--- src/rtl/spi_mode_pkg.sv ---
package spi_mode_pkg;

  typedef enum logic [1:0] {
    ST_IDLE  = 2'd0,
    ST_RUN   = 2'd1,
    ST_TRAIL = 2'd2
  } xfer_state_t;

  // Divider of zero is treated as one half-period of one system clock.
  function automatic logic [15:0] eff_half(input logic [15:0] div);
    return (div == 16'd0) ? 16'd1 : div;
  endfunction

  // Edge index LSB: 0 = leading edge, 1 = trailing edge.
  function automatic logic is_capture(input logic cpha, input logic edge_lsb);
    return edge_lsb == cpha;
  endfunction

  // Launch edges move data; with cpha=1 the very first leading edge keeps the
  // preloaded MSB in place.
  function automatic logic is_launch(input logic cpha, input logic edge_lsb,
                                     input logic first_edge);
    return cpha ? (!edge_lsb && !first_edge) : edge_lsb;
  endfunction

endpackage

--- src/rtl/spi_half_tick.sv ---
module spi_half_tick #(
  parameter int DIV_W = 8
) (
  input  logic             clk,
  input  logic             rst_n,
  input  logic             run,
  input  logic [DIV_W-1:0] half_len,
  output logic             tick
);
  logic [DIV_W-1:0] cnt;

  assign tick = run && (cnt == half_len - DIV_W'(1));

  always_ff @(posedge clk or negedge rst_n) begin
    if (!rst_n)      cnt <= '0;
    else if (!run)   cnt <= '0;
    else if (tick)   cnt <= '0;
    else             cnt <= cnt + DIV_W'(1);
  end

  AST_TICK_GAP: assert property (@(posedge clk) disable iff (!rst_n)
    (tick && half_len > DIV_W'(1)) |=> !tick);

endmodule

--- src/rtl/spi_shift_pair.sv ---
module spi_shift_pair #(
  parameter int DATA_W = 8
) (
  input  logic              clk,
  input  logic              rst_n,
  input  logic              load,
  input  logic [DATA_W-1:0] load_val,
  input  logic              launch,
  input  logic              capture,
  input  logic              miso,
  output logic              mosi,
  output logic [DATA_W-1:0] rx_val
);
  logic [DATA_W-1:0] tx_sh;

  assign mosi = tx_sh[DATA_W-1];

  always_ff @(posedge clk or negedge rst_n) begin
    if (!rst_n) begin
      tx_sh  <= '0;
      rx_val <= '0;
    end else begin
      if (load)        tx_sh <= load_val;
      else if (launch) tx_sh <= {tx_sh[DATA_W-2:0], 1'b0};
      if (capture)     rx_val <= {rx_val[DATA_W-2:0], miso};
    end
  end

  AST_EDGE_EXCLUSIVE: assert property (@(posedge clk) disable iff (!rst_n)
    !(launch && capture));

  AST_LOAD_IDLE: assert property (@(posedge clk) disable iff (!rst_n)
    load |-> !(launch || capture));

endmodule

--- src/rtl/spi_sel_decode.sv ---
module spi_sel_decode #(
  parameter int NUM_SLAVES = 4,
  parameter int SEL_W      = 2
) (
  input  logic                  clk,
  input  logic                  rst_n,
  input  logic                  set,
  input  logic                  clr,
  input  logic [SEL_W-1:0]      sel,
  output logic [NUM_SLAVES-1:0] cs_n
);
  for (genvar i = 0; i < NUM_SLAVES; i++) begin : g_line
    always_ff @(posedge clk or negedge rst_n) begin
      if (!rst_n)   cs_n[i] <= 1'b1;
      else if (set) cs_n[i] <= (sel != SEL_W'(i));
      else if (clr) cs_n[i] <= 1'b1;
    end
  end

  AST_CS_ONEHOT: assert property (@(posedge clk) disable iff (!rst_n)
    $countones(~cs_n) <= 1);

endmodule

--- src/rtl/spi_mode_master.sv ---
module spi_mode_master #(
  parameter int NUM_SLAVES = 4,
  parameter int DATA_W     = 8,
  parameter int DIV_W      = 8,
  parameter int SEL_W      = (NUM_SLAVES > 1) ? $clog2(NUM_SLAVES) : 1
) (
  input  logic                  clk,
  input  logic                  rst_n,
  input  logic                  start,
  input  logic                  cpol,
  input  logic                  cpha,
  input  logic [DIV_W-1:0]      half_div,
  input  logic [SEL_W-1:0]      slave_sel,
  input  logic [DATA_W-1:0]     tx_byte,
  input  logic                  miso,
  output logic                  sclk,
  output logic                  mosi,
  output logic [NUM_SLAVES-1:0] cs_n,
  output logic [DATA_W-1:0]     rx_byte,
  output logic                  busy,
  output logic                  done
);
  import spi_mode_pkg::*;

  localparam int NUM_EDGES = 2 * DATA_W;
  localparam int EDGE_W    = $clog2(NUM_EDGES + 1);
  localparam logic [EDGE_W-1:0] LAST_EDGE = EDGE_W'(NUM_EDGES - 1);

  xfer_state_t       state;
  logic              cpol_q, cpha_q, phase;
  logic [SEL_W-1:0]  sel_q;
  logic [DIV_W-1:0]  half_q;
  logic [EDGE_W-1:0] edge_cnt;
  logic [DATA_W-1:0] rx_val;

  // Named internal events
  logic tick, accept, edge_ev, launch_ev, capture_ev, finish_ev;

  assign busy       = (state != ST_IDLE);
  assign accept     = (state == ST_IDLE) && start;
  assign edge_ev    = (state == ST_RUN) && tick;
  assign launch_ev  = edge_ev && is_launch(cpha_q, edge_cnt[0], edge_cnt == '0);
  assign capture_ev = edge_ev && is_capture(cpha_q, edge_cnt[0]);
  assign finish_ev  = (state == ST_TRAIL) && tick;
  assign sclk       = cpol_q ^ phase;

  spi_half_tick #(.DIV_W(DIV_W)) u_tick (
    .clk(clk), .rst_n(rst_n), .run(busy), .half_len(half_q), .tick(tick)
  );

  spi_shift_pair #(.DATA_W(DATA_W)) u_shift (
    .clk(clk), .rst_n(rst_n), .load(accept), .load_val(tx_byte),
    .launch(launch_ev), .capture(capture_ev), .miso(miso),
    .mosi(mosi), .rx_val(rx_val)
  );

  spi_sel_decode #(.NUM_SLAVES(NUM_SLAVES), .SEL_W(SEL_W)) u_sel (
    .clk(clk), .rst_n(rst_n), .set(accept), .clr(finish_ev),
    .sel(slave_sel), .cs_n(cs_n)
  );

  always_ff @(posedge clk or negedge rst_n) begin
    if (!rst_n) begin
      state    <= ST_IDLE;
      cpol_q   <= 1'b0;
      cpha_q   <= 1'b0;
      phase    <= 1'b0;
      sel_q    <= '0;
      half_q   <= DIV_W'(1);
      edge_cnt <= '0;
      rx_byte  <= '0;
      done     <= 1'b0;
    end else begin
      done <= 1'b0;
      unique case (state)
        ST_IDLE: begin
          cpol_q <= cpol;
          if (start) begin
            cpha_q   <= cpha;
            sel_q    <= slave_sel;
            half_q   <= DIV_W'(eff_half(16'(half_div)));
            edge_cnt <= '0;
            phase    <= 1'b0;
            state    <= ST_RUN;
          end
        end
        ST_RUN: begin
          if (tick) begin
            phase    <= ~phase;
            edge_cnt <= edge_cnt + EDGE_W'(1);
            if (edge_cnt == LAST_EDGE) state <= ST_TRAIL;
          end
        end
        ST_TRAIL: begin
          if (tick) begin
            state   <= ST_IDLE;
            done    <= 1'b1;
            rx_byte <= rx_val;
          end
        end
        default: state <= ST_IDLE;
      endcase
    end
  end

  AST_IDLE_LEVEL: assert property (@(posedge clk) disable iff (!rst_n)
    !busy |-> (sclk == cpol_q));

  AST_EDGE_TOTAL: assert property (@(posedge clk) disable iff (!rst_n)
    (state == ST_TRAIL) |-> (edge_cnt == EDGE_W'(NUM_EDGES)));

  AST_SEL_LOW: assert property (@(posedge clk) disable iff (!rst_n)
    busy |-> (cs_n[sel_q] == 1'b0));

  AST_SEL_HELD: assert property (@(posedge clk) disable iff (!rst_n)
    (busy && $past(busy)) |-> $stable(cs_n));

  AST_DONE_PULSE: assert property (@(posedge clk) disable iff (!rst_n)
    done |=> !done);

  AST_DONE_END: assert property (@(posedge clk) disable iff (!rst_n)
    done |-> (!busy && $past(busy) && (&cs_n)));

  AST_FIRST_BIT: assert property (@(posedge clk) disable iff (!rst_n)
    $rose(busy) |-> (mosi == $past(tx_byte[DATA_W-1])));

endmodule

--- config.mk ---
export PLATFORM = sky130hd
export DESIGN_NAME = spi_mode_master
export DESIGN_NICKNAME = d
export VERILOG_FILES = /design/src/rtl/spi_mode_pkg.sv /design/src/rtl/spi_half_tick.sv /design/src/rtl/spi_shift_pair.sv /design/src/rtl/spi_sel_decode.sv /design/src/rtl/spi_mode_master.sv
export SDC_FILE = /design/constraint.sdc
export NUM_CORES = 1
export LEC_CHECK = 0
export BUFFER_PORTS_ARGS = -buffer_cell sky130_fd_sc_hd__buf_2
export CORE_ASPECT_RATIO = 0.6
export CORE_MARGIN = 3
export CORE_UTILIZATION = 61
export DETAILED_ROUTE_END_ITERATION = 6
export PLACE_DENSITY = 0.84
export SYNTH_ARGS = -nofsm -noshare
export SYNTH_HDL_FRONTEND = slang
export SYNTH_HIERARCHICAL = 1
export SYNTH_SLANG_ARGS = --single-unit
--- constraint.sdc ---
create_clock -name clk -period 4.4 [get_ports clk]
set_input_delay 0.44 -clock clk [delete_from_list [all_inputs] [get_ports clk]]
set_output_delay 0.44 -clock clk [all_outputs]
set_load 0.01 [all_outputs]
Word level (Yosys, flattened, before mapping)
Index checks and enable logic that the tools add are counted.

word-level totals
  flip-flop bits (word level) = 55
  word-level logic and storage cells = 77
  bits of input ports = 24
  output and inout bits = 16

operators by class
  add/sub/neg operators = 3
  equal/unequal tests = 12
  multiplexer cells = 24
  reductions and logical operators = 21
  bitwise logic cells = 2

operator list
  cell                                                                     number
  8-bit two-way mux                                                        5
  1-bit two-way mux                                                        10
  5-bit two-way mux                                                        2
  2-bit inequality test, second input constant                             5
  5-bit one-hot mux with 2 select lines                                    1
  2-bit nonzero test                                                       5
  8-bit by 1-bit adder with 8-bit output, second input constant            1
  8-bit == test                                                            1
  8-bit zero test                                                          1
  2-bit two-way mux                                                        4
  8-bit by 1-bit subtractor with 8-bit output, second input constant       1
  1-bit logical AND                                                        7
  2-bit one-hot mux with 3 select lines                                    1
  5-bit by 1-bit adder with 5-bit output, second input constant            1
  5-bit by 4-bit == test with 1-bit output, second input constant          1
  5-bit zero test                                                          1
  2-bit by 1-bit inequality test with 1-bit output, second input constant  2
  2-bit AND reduction                                                      2
  4-bit AND reduction                                                      1
  3-bit AND reduction                                                      1
  2-bit by 1-bit == test with 1-bit output, second input constant          1
  2-bit == test, second input constant                                     1
  1-bit zero test                                                          2
  2-bit zero test                                                          1
  other kinds (4)                                                          4

Logic depth before layout (Yosys ltp)
Gate-level depths: netlist of the first run.

  depth in word-level cells = 7
  depth in mapped cells = 12
  depth with buffers taken out = 10

By module
Netlist of the first run, hierarchy kept.

modules (own cells, without submodules)
  module           sequential area each (sq um)  instances  cells each  area each (sq um)
  spi_mode_master  676.9                         1          111         1221.2
  spi_shift_pair   400.4                         1          51          700.7
  spi_half_tick    200.2                         1          81          681.9
  spi_sel_decode   105.1                         1          15          170.2

Worst setup path before layout of the first run
OpenSTA, ideal clock, no wires.

  path kind = reg2reg
  from = reg half_q[0]
  to = reg u_shift.rx_val[0]
  setup time = 0.125 ns
  arrival = 2.869 ns
  data required time = 4.275 ns
  path slack = 1.406 ns
  buffers on the path = 2
  stages on the path, launching flop included = 12
  period minus slack after synthesis = 2.994 ns
  path through = dfstp_2 inv_1 ha_1 o21ba_1 a221oi_1 o2111ai_1 nor4_4 buf_2 nand3b_1 nor2_1 buf_6 mux2_4

between the ends
  word-level cells in the longest chain between the ends = 5

ends and longest elaborated chain
  item                                         RTL line               text
  from (decl)                                  spi_mode_master.sv:32  logic [DIV_W-1:0] half_q;
  from (signal assigned)                       spi_mode_master.sv:81  half_q <= DIV_W'(eff_half(16'(half_div)));
  8-bit by 1-bit subtractor with 8-bit output  spi_half_tick.sv:12    assign tick = run && (cnt == half_len - DIV_W'(1));
  8-bit == test                                spi_half_tick.sv:12
  1-bit logical AND                            spi_half_tick.sv:12
  net tick                                     spi_mode_master.sv:37  logic tick, accept, edge_ev, launch_ev, capture_ev, finish_ev;
  1-bit logical AND                            spi_mode_master.sv:41  assign edge_ev = (state == ST_RUN) && tick;
  1-bit logical AND                            spi_mode_master.sv:43  assign capture_ev = edge_ev && is_capture(cpha_q, edge_cnt[0]);
  net capture_ev                               spi_mode_master.sv:37
  to (signal assigned)                         spi_shift_pair.sv:25   if (capture) rx_val <= {rx_val[DATA_W-2:0], miso};
  to (decl)                                    spi_shift_pair.sv:12   output logic [DATA_W-1:0] rx_val

The timed path passes the listed nets, and every way through them passes these cells.
A chain may end at the register's enable or synchronous reset.

Worst setup path in the final report of the first run
  from = reg half_q[1]
  to = reg u_shift.tx_sh[4]

between the ends
  word-level cells in the longest chain between the ends = 6

ends and longest elaborated chain
  item                                         RTL line               text
  8-bit by 1-bit subtractor with 8-bit output  spi_half_tick.sv:12
  8-bit == test                                spi_half_tick.sv:12
  1-bit logical AND                            spi_half_tick.sv:12
  net tick                                     spi_mode_master.sv:37
  1-bit logical AND                            spi_mode_master.sv:41
  1-bit logical AND                            spi_mode_master.sv:42  assign launch_ev = edge_ev && is_launch(cpha_q, edge_cnt[0], edge_cnt == '0);
  net launch_ev                                spi_mode_master.sv:37
  2-bit nonzero test (no line)                 -
  to (signal assigned)                         spi_shift_pair.sv:23   if (load) tx_sh <= load_val;
  to (signal assigned)                         spi_shift_pair.sv:24   else if (launch) tx_sh <= {tx_sh[DATA_W-2:0], 1'b0};
  to (decl)                                    spi_shift_pair.sv:14   logic [DATA_W-1:0] tx_sh;

The timed path passes the listed nets, and every way through them passes these cells.

==> impl_metrics.prom, run 1 <==
# TYPE chip_impl_metric gauge
chip_impl_metric{name="clock.fmax",unit="MHz"} 302
chip_impl_metric{name="postSynthRegisterBits",unit=""} 55
chip_impl_metric{name="residual_antenna_violating_net_count_after_detailed_routing",unit=""} 0
chip_impl_metric{name="io_buffers",unit=""} 39
chip_impl_metric{name="grt_antenna_before_repair",unit=""} 0
chip_impl_metric{name="setup_total_negative_slack",unit="ns"} 0
chip_impl_info{name="worstSetupStartpoint",value="half_q[1]"} 1
chip_impl_metric{name="cts-root-to-sink-buffers",unit=""} 2
chip_impl_metric{name="synthesis.nets",unit=""} 287
chip_impl_metric{name="coreArea",unit="µm²"} 4230
chip_impl_metric{name="cp_slowest_stage_delay",unit="ns"} 0.50
chip_impl_info{name="worstPathCellList",value="inv_1, ha_1, nor3b_1, a211o_1, nand4_1, nor4_4, buf_4, nand3b_1, a21oi_1, buf_4, mux2i_1, o21ai_1"} 1
chip_impl_info{name="cp_top_family",value="simple AND/OR/NAND/NOR gates"} 1
chip_impl_metric{name="synth-edff-count",unit=""} 0
chip_impl_metric{name="groute.usage.overall",unit="%"} 23.1
chip_impl_metric{name="grt_pass1_wl",unit="µm"} 9520
chip_impl_metric{name="asyncSetResetFlopFracSynth",unit="%"} 100
chip_impl_metric{name="initialDrtViolationCount",unit=""} 118
chip_impl_metric{name="grt_max_degree",unit=""} 56
chip_impl_metric{name="worstPathMaxFanout",unit=""} 16
chip_impl_metric{name="antenna-diode-count",unit=""} 0
chip_impl_metric{name="pin_count",unit=""} 40
chip_impl_metric{name="cts-htree-levels",unit=""} 2
chip_impl_info{name="grt_setup_unrepaired",value="no"} 1
chip_impl_info{name="worst_path_most_repeated_cell",value="sky130_fd_sc_hd__buf_4"} 1
chip_impl_metric{name="die_ar",unit="µm²"} 5420
chip_impl_metric{name="floorplan.initialDensity",unit="%"} 65.5
chip_impl_metric{name="vias",unit=""} 2011
chip_impl_metric{name="drt_pre_antenna_iters",unit=""} 4
chip_impl_metric{name="chipHeight",unit="µm"} 58.2
chip_impl_metric{name="design.final.nets",unit=""} 325
chip_impl_metric{name="cp.depth",unit=""} 12
chip_impl_metric{name="post_cts.repair.setup_buffers",unit=""} 0
chip_impl_metric{name="r2r_cells",unit=""} 12
chip_impl_info{name="worst_path_max_delay_cell",value="sky130_fd_sc_hd__nor3b_1"} 1
chip_impl_metric{name="netlist_instances",unit=""} 258
chip_impl_metric{name="numCtsBuffers",unit=""} 5
chip_impl_metric{name="tcrit_tclk_final",unit="%"} 75.2
chip_impl_metric{name="syn2layout_area_growth",unit="%"} 10.3
chip_impl_metric{name="synth.yosys.seq_area_share",unit="%"} 49.8
chip_impl_metric{name="mappedNetlistArea",unit="µm²"} 2770
chip_impl_info{name="clockRootBuffer",value="sky130_fd_sc_hd__clkbuf_8"} 1
chip_impl_metric{name="post_synth_num_cell_types",unit=""} 53
chip_impl_metric{name="row_count",unit=""} 18
chip_impl_metric{name="synth_area_per_cell",unit="µm²"} 10.8
chip_impl_info{name="critPathLaunchType",value="flip-flop"} 1
chip_impl_metric{name="clk_latency",unit="ns"} 0.31
chip_impl_info{name="rr_startpoint",value="half_q[1]"} 1
chip_impl_metric{name="post-route-drc-count",unit=""} 0
chip_impl_info{name="cp-end-kind",value="flip-flop"} 1
chip_impl_metric{name="worst_setup_hold_path_clk_slew",unit="ns"} 0.10
chip_impl_metric{name="post_route_cells_drive_above_1_share",unit="%"} 26.9
chip_impl_info{name="leading_cell_type_in_the_layout_fill_and_taps_excluded",value="sky130_fd_sc_hd__dfrtp_1"} 1
chip_impl_metric{name="total_leakage_power",unit="µW"} 0.00148
chip_impl_metric{name="detailed_place_hpwl",unit="µm"} 4090
chip_impl_metric{name="report.final.setup_viol",unit=""} 0
chip_impl_metric{name="global_route_congestion_overflow_total",unit=""} 0
chip_impl_info{name="status",value="complete, no violations"} 1
chip_impl_metric{name="critPathRequiredTime",unit="ns"} 4.59
chip_impl_info{name="hp-class",value="input port to async pin"} 1
chip_impl_metric{name="final_max_slew_viol_count",unit=""} 0
chip_impl_metric{name="critPathArrivalTime",unit="ns"} 3.50
chip_impl_metric{name="timing.final.crit_period",unit="ns"} 3.31
chip_impl_metric{name="fp.dieW",unit="µm"} 93.1
chip_impl_metric{name="timing.slew.headroom",unit="%"} 49.1
chip_impl_metric{name="vias_in_the_first_global_route",unit=""} 1909
chip_impl_metric{name="report.power.total",unit="µW"} 1390
chip_impl_info{name="layout.cells.most_common_list",value="sky130_fd_sc_hd__dfrtp_1, sky130_fd_sc_hd__nand2_1, sky130_fd_sc_hd__buf_2"} 1
chip_impl_metric{name="cts.sinks",unit=""} 55
chip_impl_metric{name="place_congestion",unit=""} 0.920
chip_impl_metric{name="max_cap_viol_count",unit=""} 0
chip_impl_metric{name="ys_warn_count",unit=""} 6
chip_impl_metric{name="timing.final.hold_violations",unit=""} 0
chip_impl_metric{name="fin_worst_skew",unit="ns"} 0.00751
chip_impl_info{name="tritoncts",value="built"} 1
chip_impl_metric{name="power.density_cell_area",unit="nW/µm²"} 454
chip_impl_metric{name="cts-hold-fix-buffers",unit=""} 0
chip_impl_metric{name="worst-slew-pin-transition",unit="ns"} 0.762
chip_impl_metric{name="viasPerCell",unit=""} 5.63
chip_impl_metric{name="detail_route.wirelength",unit="µm"} 5640
chip_impl_metric{name="wl_per_cell",unit="µm"} 15.8
chip_impl_info{name="dominantRegCellSynth",value="sky130_fd_sc_hd__dfrtp_1"} 1
chip_impl_metric{name="path_buf_inv",unit=""} 3
chip_impl_metric{name="cts_resized",unit=""} 0
chip_impl_info{name="path_class",value="flip-flop to flip-flop"} 1
chip_impl_metric{name="power.ir.vdd_worst",unit="mV"} 0.279
==> metrics by stage <==
stage,hold slack (ns),setup WS [ns],instance area (µm²),utilization [%],cells
after floorplan,0.144,1.41,2770,-,258
after global placement,0.479,1.39,2970,70.2,349
after detailed placement,0.495,1.19,2970,70.2,349
after CTS,0.268,1.16,3060,72.3,357
after global routing,0.282,0.857,3060,72.3,357
final,0.238,1.09,3060,72.3,357
==> final cells by class <==
class                   instances  area, µm²
flip-flops and latches         55       1380
clock inverters                 3       18.8
well taps                      60       75.1
fillers                       323       1170
repair buffers                 43        225
clock buffers                   5       68.8
multi-input cells             180       1250
inverters                      11       41.3
==> path summary, 6_finish.rpt <==
| check | endpoint | slack [ns] |
|---|---|---|
| max | u_shift/tx_sh[4] | 1.09 |
| min | done | 0.24 |
| max reg2reg | u_shift/tx_sh[4] | 1.09 |
| min reg2reg | rx_byte[6] | 0.51 |
| max in group asynchronous | u_tick/cnt[5] | 3.71 |
| min in group clk | cpha_q | 0.32 |
==> where the power goes <==
group | internal (µW) | switching [µW]
clock network | 112 | 166
logic | 180 | 180
registers | 614 | 138
total | 907 | 483
==> Yosys cell counts (all sizes together) (2+ instances only) <==
cell type | count | area [µm²]
dfstp | 5 | 131
nand4 | 2 | 12.5
xnor2 | 7 | 61.3
a31oi | 2 | 12.5
buf | 10 | 92.6
nor3 | 5 | 25.0
mux2 | 17 | 221
a22o | 2 | 17.5
nand3 | 12 | 60.1
o211ai | 2 | 20.0
o21ai | 12 | 60.1
dfrtp | 50 | 1250
clkbuf | 2 | 8.75
nand3b | 2 | 18.8
nor4 | 3 | 33.8
ha | 5 | 62.6
nand2b | 6 | 37.5
nor3b | 3 | 27.5
nand2 | 41 | 154
xor2 | 9 | 78.8
nor2b | 2 | 12.5
and3 | 4 | 25.0
nor2 | 14 | 52.6
a21oi | 4 | 20.0
o22ai | 3 | 18.8
inv | 11 | 41.3
mux2i | 7 | 70.1
==> routing by layer <==
| layer | global-route usage [%] | share of wire (%) |
|---|---|---|
| met2 | 32.2 | 41 |
| met1 | 35.1 | 51 |
| met3 | 5.58 | 7.0 |
| met5 | 0 | 0 |
| met4 | 8.14 | 1.2 |
==> cell families after synthesis <==
family / Yosys count / share of synthesized area, %
AND/OR/NAND/NOR: 99 / 18.1
adder cells (fa/ha/maj): 5 / 2.26
XOR/XNOR: 16 / 5.05
multiplexers: 24 / 10.5
flip-flops: 55 / 49.8
buffers and inverters: 23 / 5.14
AO/OA/AOI/OAI: 36 / 9.07
==> state kept, by name, indices dropped and copies added, names as in the netlist, 2 cells and up <==
signal          flops
half_q              8
u_shift/tx_sh       8
u_sel/cs_n          4
u_shift/rx_val      8
rx_byte             8
state               2
u_tick/cnt          8
edge_cnt            5
Note: power is estimated with default switching activity, not from simulation.
==> inputs of run 2 (changes only) <==
CORE_UTILIZATION = 51   (was 61)
PLACE_DENSITY = 0.75   (was 0.84)
clock period = 2.9 ns   (was 4.4 ns; I/O delays follow)
==> run 2 against run 1 <==
  * Cell area rose by 3.4%
  * Global-route usage fell by 5.0 points
  * Register-to-register slack got worse by 0.86 ns
  * Core utilization fell by 11 points
  * Worst hold slack got worse by 0.062 ns
  * Clock power rose by 60%
  * Power rose by 55%
  * Critical path type unchanged
  * Highest routed layer unchanged
==> impl_metrics.prom, run 2 (synthesis results as in run 1) <==
# TYPE chip_impl_metric gauge
chip_impl_info{name="status",value="complete, no violations"} 1
chip_impl_metric{name="chipHeight",unit="µm"} 63.1
chip_impl_metric{name="antenna-diode-count",unit=""} 0
chip_impl_metric{name="final_core_utilization",unit="%"} 61.4
chip_impl_metric{name="groute.usage.overall",unit="%"} 18.1
chip_impl_metric{name="report.final.setup_viol",unit=""} 0
chip_impl_metric{name="clock_network_power_share",unit="%"} 20.8
chip_impl_info{name="hp-class",value="input port to flip-flop"} 1
chip_impl_info{name="worstSetupStartpoint",value="half_q[3]"} 1
chip_impl_info{name="r2r-end",value="u_shift/tx_sh[5]"} 1
chip_impl_metric{name="clk_latency",unit="ns"} 0.31
chip_impl_metric{name="post-route-drc-count",unit=""} 0
chip_impl_metric{name="critPathRequiredTime",unit="ns"} 3.07
chip_impl_info{name="leading_cell_type_in_the_layout_fill_and_taps_excluded",value="sky130_fd_sc_hd__dfrtp_1"} 1
chip_impl_metric{name="drt_pre_antenna_iters",unit=""} 5
chip_impl_metric{name="r2r_cells",unit=""} 9
chip_impl_metric{name="detail_route.wirelength",unit="µm"} 5420
chip_impl_info{name="tritoncts",value="built"} 1
chip_impl_metric{name="cell_internal_pwr",unit="µW"} 1410
chip_impl_metric{name="power.combinational.fraction",unit="%"} 27.1
chip_impl_info{name="holdPathEnd",value="cpha_q"} 1
chip_impl_metric{name="global_route_congestion_overflow_total",unit=""} 0
chip_impl_metric{name="max_cap_viol_count",unit=""} 0
chip_impl_metric{name="design.final.nets",unit=""} 330
chip_impl_info{name="path_class",value="flip-flop to flip-flop"} 1
chip_impl_metric{name="hold_ws",unit="ns"} 0.176
chip_impl_metric{name="power.share.sequential",unit="%"} 52.1
chip_impl_metric{name="p_sw_share",unit="%"} 34.6
chip_impl_metric{name="worst-slew-pin-transition",unit="ns"} 0.533
chip_impl_metric{name="wl_per_cell",unit="µm"} 14.7
chip_impl_metric{name="vias_in_the_first_global_route",unit=""} 1875
chip_impl_metric{name="timing.slew.headroom",unit="%"} 64.4
chip_impl_metric{name="fin_worst_skew",unit="ns"} 0.0146
chip_impl_metric{name="residual_antenna_violating_net_count_after_detailed_routing",unit=""} 0
chip_impl_metric{name="place_congestion",unit=""} 0.936
chip_impl_metric{name="power.ir.vdd_worst",unit="mV"} 0.319
chip_impl_info{name="critPathLaunchType",value="flip-flop"} 1
chip_impl_metric{name="cts-htree-levels",unit=""} 2
chip_impl_metric{name="row_count",unit=""} 20
chip_impl_metric{name="vias",unit=""} 1963
chip_impl_metric{name="tcrit_tclk_final",unit="%"} 91.9
chip_impl_metric{name="clock.fmax",unit="MHz"} 375
chip_impl_metric{name="worstPathMaxFanout",unit=""} 8
chip_impl_metric{name="post_route_cells_drive_above_1_share",unit="%"} 29.8
chip_impl_metric{name="initialDrtViolationCount",unit=""} 63
chip_impl_metric{name="fp.dieW",unit="µm"} 101
chip_impl_info{name="hold_path_startpoint",value="cpha"} 1
chip_impl_metric{name="detailed_place_hpwl",unit="µm"} 3940
chip_impl_metric{name="floorplan.initialDensity",unit="%"} 53.8
chip_impl_metric{name="die_ar",unit="µm²"} 6390
chip_impl_metric{name="worst_setup_hold_path_clk_slew",unit="ns"} 0.11
chip_impl_metric{name="cts.sinks",unit=""} 55
chip_impl_metric{name="final_max_slew_viol_count",unit=""} 0
chip_impl_metric{name="viasPerCell",unit=""} 5.33
chip_impl_info{name="layout.cells.most_common_list",value="sky130_fd_sc_hd__dfrtp_1, sky130_fd_sc_hd__nand2_1, sky130_fd_sc_hd__buf_2"} 1
chip_impl_metric{name="numCtsBuffers",unit=""} 5
chip_impl_metric{name="power.density_cell_area",unit="nW/µm²"} 680
chip_impl_metric{name="report.power.total",unit="µW"} 2150
chip_impl_metric{name="critPathArrivalTime",unit="ns"} 2.84
chip_impl_metric{name="pin_count",unit=""} 40
chip_impl_metric{name="timing.final.hold_violations",unit=""} 0
chip_impl_metric{name="cts-root-to-sink-buffers",unit=""} 2
chip_impl_metric{name="worstHoldPathCells",unit=""} 3
chip_impl_info{name="rr_startpoint",value="half_q[3]"} 1
chip_impl_metric{name="grt_pass1_wl",unit="µm"} 9220
chip_impl_metric{name="syn2layout_area_growth",unit="%"} 14.0
chip_impl_metric{name="timing.final.crit_period",unit="ns"} 2.67
chip_impl_metric{name="grt_max_degree",unit=""} 36
chip_impl_info{name="cp-end-kind",value="flip-flop"} 1
chip_impl_metric{name="grt_antenna_before_repair",unit=""} 0
chip_impl_metric{name="total_leakage_power",unit="µW"} 0.00152
chip_impl_info{name="grt_setup_unrepaired",value="no"} 1
chip_impl_info{name="clockRootBuffer",value="sky130_fd_sc_hd__clkbuf_8"} 1
chip_impl_metric{name="p_switching",unit="µW"} 745
chip_impl_metric{name="coreArea",unit="µm²"} 5150
chip_impl_metric{name="io_buffers",unit=""} 39
chip_impl_metric{name="r2r_setup_slack",unit="ns"} 0.23
-- run 2: changes by cell type in the layout (fill, tap and decap cells not counted), sizes merged --
cell         delta
buf             +4
dlygate4sd3     +1
-- run 2: worst max-delay path: stages, from the launching register on --
cell and delay, ns:
sky130_fd_sc_hd__dfrtp_1 0.51, sky130_fd_sc_hd__or4_1 0.47, sky130_fd_sc_hd__o211ai_1 0.21, sky130_fd_sc_hd__o2111ai_2 0.19, sky130_fd_sc_hd__nor4_4 0.33, sky130_fd_sc_hd__nand3b_1 0.17, sky130_fd_sc_hd__a21oi_1 0.15, sky130_fd_sc_hd__buf_4 0.20
sky130_fd_sc_hd__mux2i_1 0.22, sky130_fd_sc_hd__o21ai_1 0.08
-- run 2: cell type report --
class                   instances  area [µm²]
clock buffers                   5        68.8
repair buffers                 48         265
inverters                      11        41.3
well taps                      66        82.6
multi-input cells             180        1290
fillers                       431        1990
flip-flops and latches         55        1380
clock inverters                 3        28.8
-- run 2: worst max-delay path by stage --
stage	endpoint	slack, ns
floorplan	u_shift/rx_val[0]	-0.05
global placement	u_sel/cs_n[1]	0.19
detailed placement	u_sel/cs_n[3]	0.03
CTS	u_sel/cs_n[3]	0.09
global route	u_shift/tx_sh[2]	0.02
finish	u_shift/tx_sh[5]	0.23
-- run 2: timing repair --
action	in CTS	in global routing
hold buffers	1	0
endpoints found under the hold margin	17	0
gates resized for setup	1	3
gates cloned	0	0
endpoints found under the setup margin	2	6
setup buffers	0	1
-- run 2: power by group through the flow --
| stage | clock network (µW) | logic [µW] | registers, µW |
|---|---|---|---|
| 6_report | 446 | 584 | 1120 |
| 3_5_place_dp | 0 | 576 | 1130 |
| 4_1_cts | 459 | 582 | 1120 |
| 2_1_floorplan | 0 | 460 | 1060 |
| 3_3_place_gp | 0 | 555 | 1120 |
| 5_1_grt | 498 | 658 | 1150 |
-- run 2: metrics by stage --
step                      setup WS (ns)  cells  area [µm²]  setup TNS, ns
after floorplan                 -0.0495    258        2800         -0.524
after global placement            0.194    358        3030              0
after detailed placement         0.0344    358        3030              0
after CTS                        0.0911    367        3140              0
after global routing             0.0196    368        3160              0
final                             0.234    368        3160              0
-- run 2: metal layers --
metal,vias up,GRT usage (%),part of all wire (%)
met5,-,0,0
met4,0,3.98,0.76
met3,5,3.76,7.4
met2,55,24.7,39
met1,928,29.2,52
li1,975,-,-
==> inputs of run 3 (changes only) <==
BUFFER_PORTS_ARGS = -buffer_cell sky130_fd_sc_hd__buf_4   (was -buffer_cell sky130_fd_sc_hd__buf_2)
==> run 3 against run 2 <==
  * Combinational power grew 4.1%
  * Cell area grew 3.4%
  * Global-route usage grew 1.3 points
  * Wire length grew 4.2%
  * Worst hold slack lost 0.17 ns
  * Critical endpoint unchanged
  * Largest cell class unchanged
  * Largest power group unchanged
==> impl_metrics.prom, run 3 (synthesis results as in run 1) <==
# TYPE chip_impl_metric gauge
chip_impl_metric{name="grt_antenna_before_repair",unit=""} 0
chip_impl_metric{name="max_cap_viol_count",unit=""} 0
chip_impl_metric{name="viasPerCell",unit=""} 5.32
chip_impl_metric{name="drt_pre_antenna_iters",unit=""} 4
chip_impl_info{name="clockRootBuffer",value="sky130_fd_sc_hd__clkbuf_8"} 1
chip_impl_metric{name="vias",unit=""} 1975
chip_impl_metric{name="die_ar",unit="µm²"} 6390
chip_impl_info{name="critPathLaunchType",value="flip-flop"} 1
chip_impl_info{name="status",value="complete, no violations"} 1
chip_impl_metric{name="floorplan.initialDensity",unit="%"} 53.8
chip_impl_metric{name="tcrit_tclk_final",unit="%"} 92.8
chip_impl_metric{name="pin_count",unit=""} 40
chip_impl_metric{name="syn2layout_area_growth",unit="%"} 18.0
chip_impl_metric{name="cp_slowest_stage_delay",unit="ns"} 0.60
chip_impl_metric{name="layout_setup_ws",unit="ns"} 0.210
chip_impl_info{name="hp-class",value="input port to async pin"} 1
chip_impl_metric{name="fill_cells",unit=""} 419
chip_impl_info{name="leading_cell_type_in_the_layout_fill_and_taps_excluded",value="sky130_fd_sc_hd__dfrtp_1"} 1
chip_impl_metric{name="wl_per_cell",unit="µm"} 15.2
chip_impl_metric{name="timing.final.hold_violations",unit=""} 0
chip_impl_metric{name="grt_max_degree",unit=""} 56
chip_impl_metric{name="report.final.setup_viol",unit=""} 0
chip_impl_info{name="grt_setup_unrepaired",value="no"} 1
chip_impl_metric{name="register_area",unit="µm²"} 1380
chip_impl_info{name="grt_most_used_layer",value="met1"} 1
chip_impl_metric{name="fin_worst_skew",unit="ns"} 0.00570
chip_impl_metric{name="power.ir.vdd_worst",unit="mV"} 0.445
chip_impl_metric{name="worst_setup_hold_path_clk_slew",unit="ns"} 0.09
chip_impl_metric{name="post_route_cells_drive_above_1_share",unit="%"} 30.5
chip_impl_metric{name="place_congestion",unit=""} 0.876
chip_impl_metric{name="antenna-diode-count",unit=""} 0
chip_impl_metric{name="detailed_place_hpwl",unit="µm"} 4030
chip_impl_metric{name="design.final.nets",unit=""} 333
chip_impl_metric{name="io_buffers",unit=""} 39
chip_impl_metric{name="use_met2",unit="%"} 24.1
chip_impl_metric{name="timing.final.crit_period",unit="ns"} 2.69
chip_impl_metric{name="total_leakage_power",unit="µW"} 0.00154
chip_impl_info{name="worst_path_max_delay_cell",value="sky130_fd_sc_hd__dfstp_2"} 1
chip_impl_info{name="cp-end-kind",value="flip-flop"} 1
chip_impl_metric{name="grt_use_met3",unit="%"} 6.31
chip_impl_metric{name="fp.dieW",unit="µm"} 101
chip_impl_info{name="layout.cells.most_common_list",value="sky130_fd_sc_hd__dfrtp_1, sky130_fd_sc_hd__buf_4, sky130_fd_sc_hd__nand2_1"} 1
chip_impl_metric{name="dp_slack",unit="ns"} 0.167
chip_impl_metric{name="detail_route.wirelength",unit="µm"} 5650
chip_impl_metric{name="critPathRequiredTime",unit="ns"} 3.09
chip_impl_metric{name="power.density_cell_area",unit="nW/µm²"} 665
chip_impl_info{name="path_class",value="flip-flop to flip-flop"} 1
chip_impl_metric{name="worstPathMaxFanout",unit=""} 8
chip_impl_metric{name="setup_total_negative_slack",unit="ns"} 0
chip_impl_metric{name="numCtsBuffers",unit=""} 5
chip_impl_info{name="worstPathCellList",value="inv_2, ha_4, o21ba_1, a221oi_2, o2111ai_2, nor4_4, nand3b_1, a21oi_2, buf_6, mux2i_1, o21ai_1"} 1
chip_impl_metric{name="vias_in_the_first_global_route",unit=""} 1917
chip_impl_metric{name="residual_antenna_violating_net_count_after_detailed_routing",unit=""} 0
chip_impl_metric{name="post-route-drc-count",unit=""} 0
chip_impl_metric{name="cts-root-to-sink-buffers",unit=""} 2
chip_impl_metric{name="critPathArrivalTime",unit="ns"} 2.88
chip_impl_metric{name="final_max_slew_viol_count",unit=""} 0
chip_impl_metric{name="global_route_congestion_overflow_total",unit=""} 0
chip_impl_metric{name="clk_latency",unit="ns"} 0.32
chip_impl_metric{name="timing.slew.headroom",unit="%"} 54.1
chip_impl_metric{name="chipHeight",unit="µm"} 63.1
chip_impl_metric{name="cts.sinks",unit=""} 55
chip_impl_metric{name="clock.fmax",unit="MHz"} 372
chip_impl_metric{name="multiInputGateArea",unit="µm²"} 1280
chip_impl_metric{name="coreArea",unit="µm²"} 5150
chip_impl_metric{name="initialDrtViolationCount",unit=""} 71
chip_impl_metric{name="row_count",unit=""} 20
chip_impl_metric{name="groute.usage.overall",unit="%"} 19.4
chip_impl_info{name="tritoncts",value="built"} 1
chip_impl_metric{name="worst-slew-pin-transition",unit="ns"} 0.688
chip_impl_metric{name="global_route.usage.met1",unit="%"} 31.7
chip_impl_metric{name="cts-hold-fix-buffers",unit=""} 0
chip_impl_metric{name="cts-htree-levels",unit=""} 2
chip_impl_metric{name="grt_pass1_wl",unit="µm"} 9540
[run 3: worst max-delay path: cells and delay by family (launching register included)]
family	cells	cell delay, ns
DFF	1	0.60
AOI/OAI and AO/OA	5	0.84
buffers and inverters	2	0.22
muxes	1	0.21
and+or+nand+nor	2	0.52
adders and majority gates	1	0.17
[run 3: per-layer routing]
metal	wire length (µm)	vias up
met2	2270	37
met1	3030	955
met3	305	5
met5	0	-
li1	-	978
met4	52	0
[run 3: power by group]
part | total, µW | switching (µW) | internal [µW] | leakage (µW)
clock | 447 | 251 | 196 | 0.0000484
combinational | 608 | 293 | 315 | 0.000798
sequential | 1120 | 187 | 932 | 0.000698
total | 2170 | 731 | 1440 | 0.00154
[run 3: final timing paths]
| check | end | cells past startpoint | startpoint | slack (ns) |
|---|---|---|---|---|
| setup / recovery | u_shift/tx_sh[5] | 11 | half_q[0] | 0.21 |
| hold / removal | done | 1 | rst_n | 0.009 |
| setup reg to reg | u_shift/tx_sh[5] | 11 | half_q[0] | 0.21 |
| hold reg to reg | half_q[7] | 2 | half_q[7] | 0.51 |
| max in group asynchronous | edge_cnt[1] | 1 | rst_n | 2.44 |
| min in group clk | u_sel/cs_n[1] | 2 | slave_sel[0] | 0.14 |
[run 3: repair_timing]
action,CTS,global route
endpoints found under the hold margin,0,0
buffers inserted,0,2
endpoints found under the setup margin,0,15
gates resized for setup,0,4
[run 3: area by class of cell]
class | instances | share of cell area [%]
multi-input combinational | 180 | 39.1
sequential | 55 | 42.3
clock buffer | 7 | 2.64
inverter | 11 | 1.26
timing repair buffer | 51 | 11.9
tap | 66 | 2.52
clock inverter | 1 | 0.268
[run 3: stage by stage]
step | total power, µW | cell area, µm² | hold slack (ns) | std cells | utilization (%)
2_1_floorplan | 1520 | 2800 | -0.00559 | 258 | -
3_3_place_gp | 1700 | 3150 | 0.379 | 361 | 61.1
3_5_place_dp | 1730 | 3150 | 0.380 | 361 | 61.1
4_1_cts | 2170 | 3240 | 0.0338 | 369 | 62.9
5_1_grt | 2330 | 3270 | 0.0483 | 371 | 63.5
6_report | 2170 | 3270 | 0.00940 | 371 | 63.5
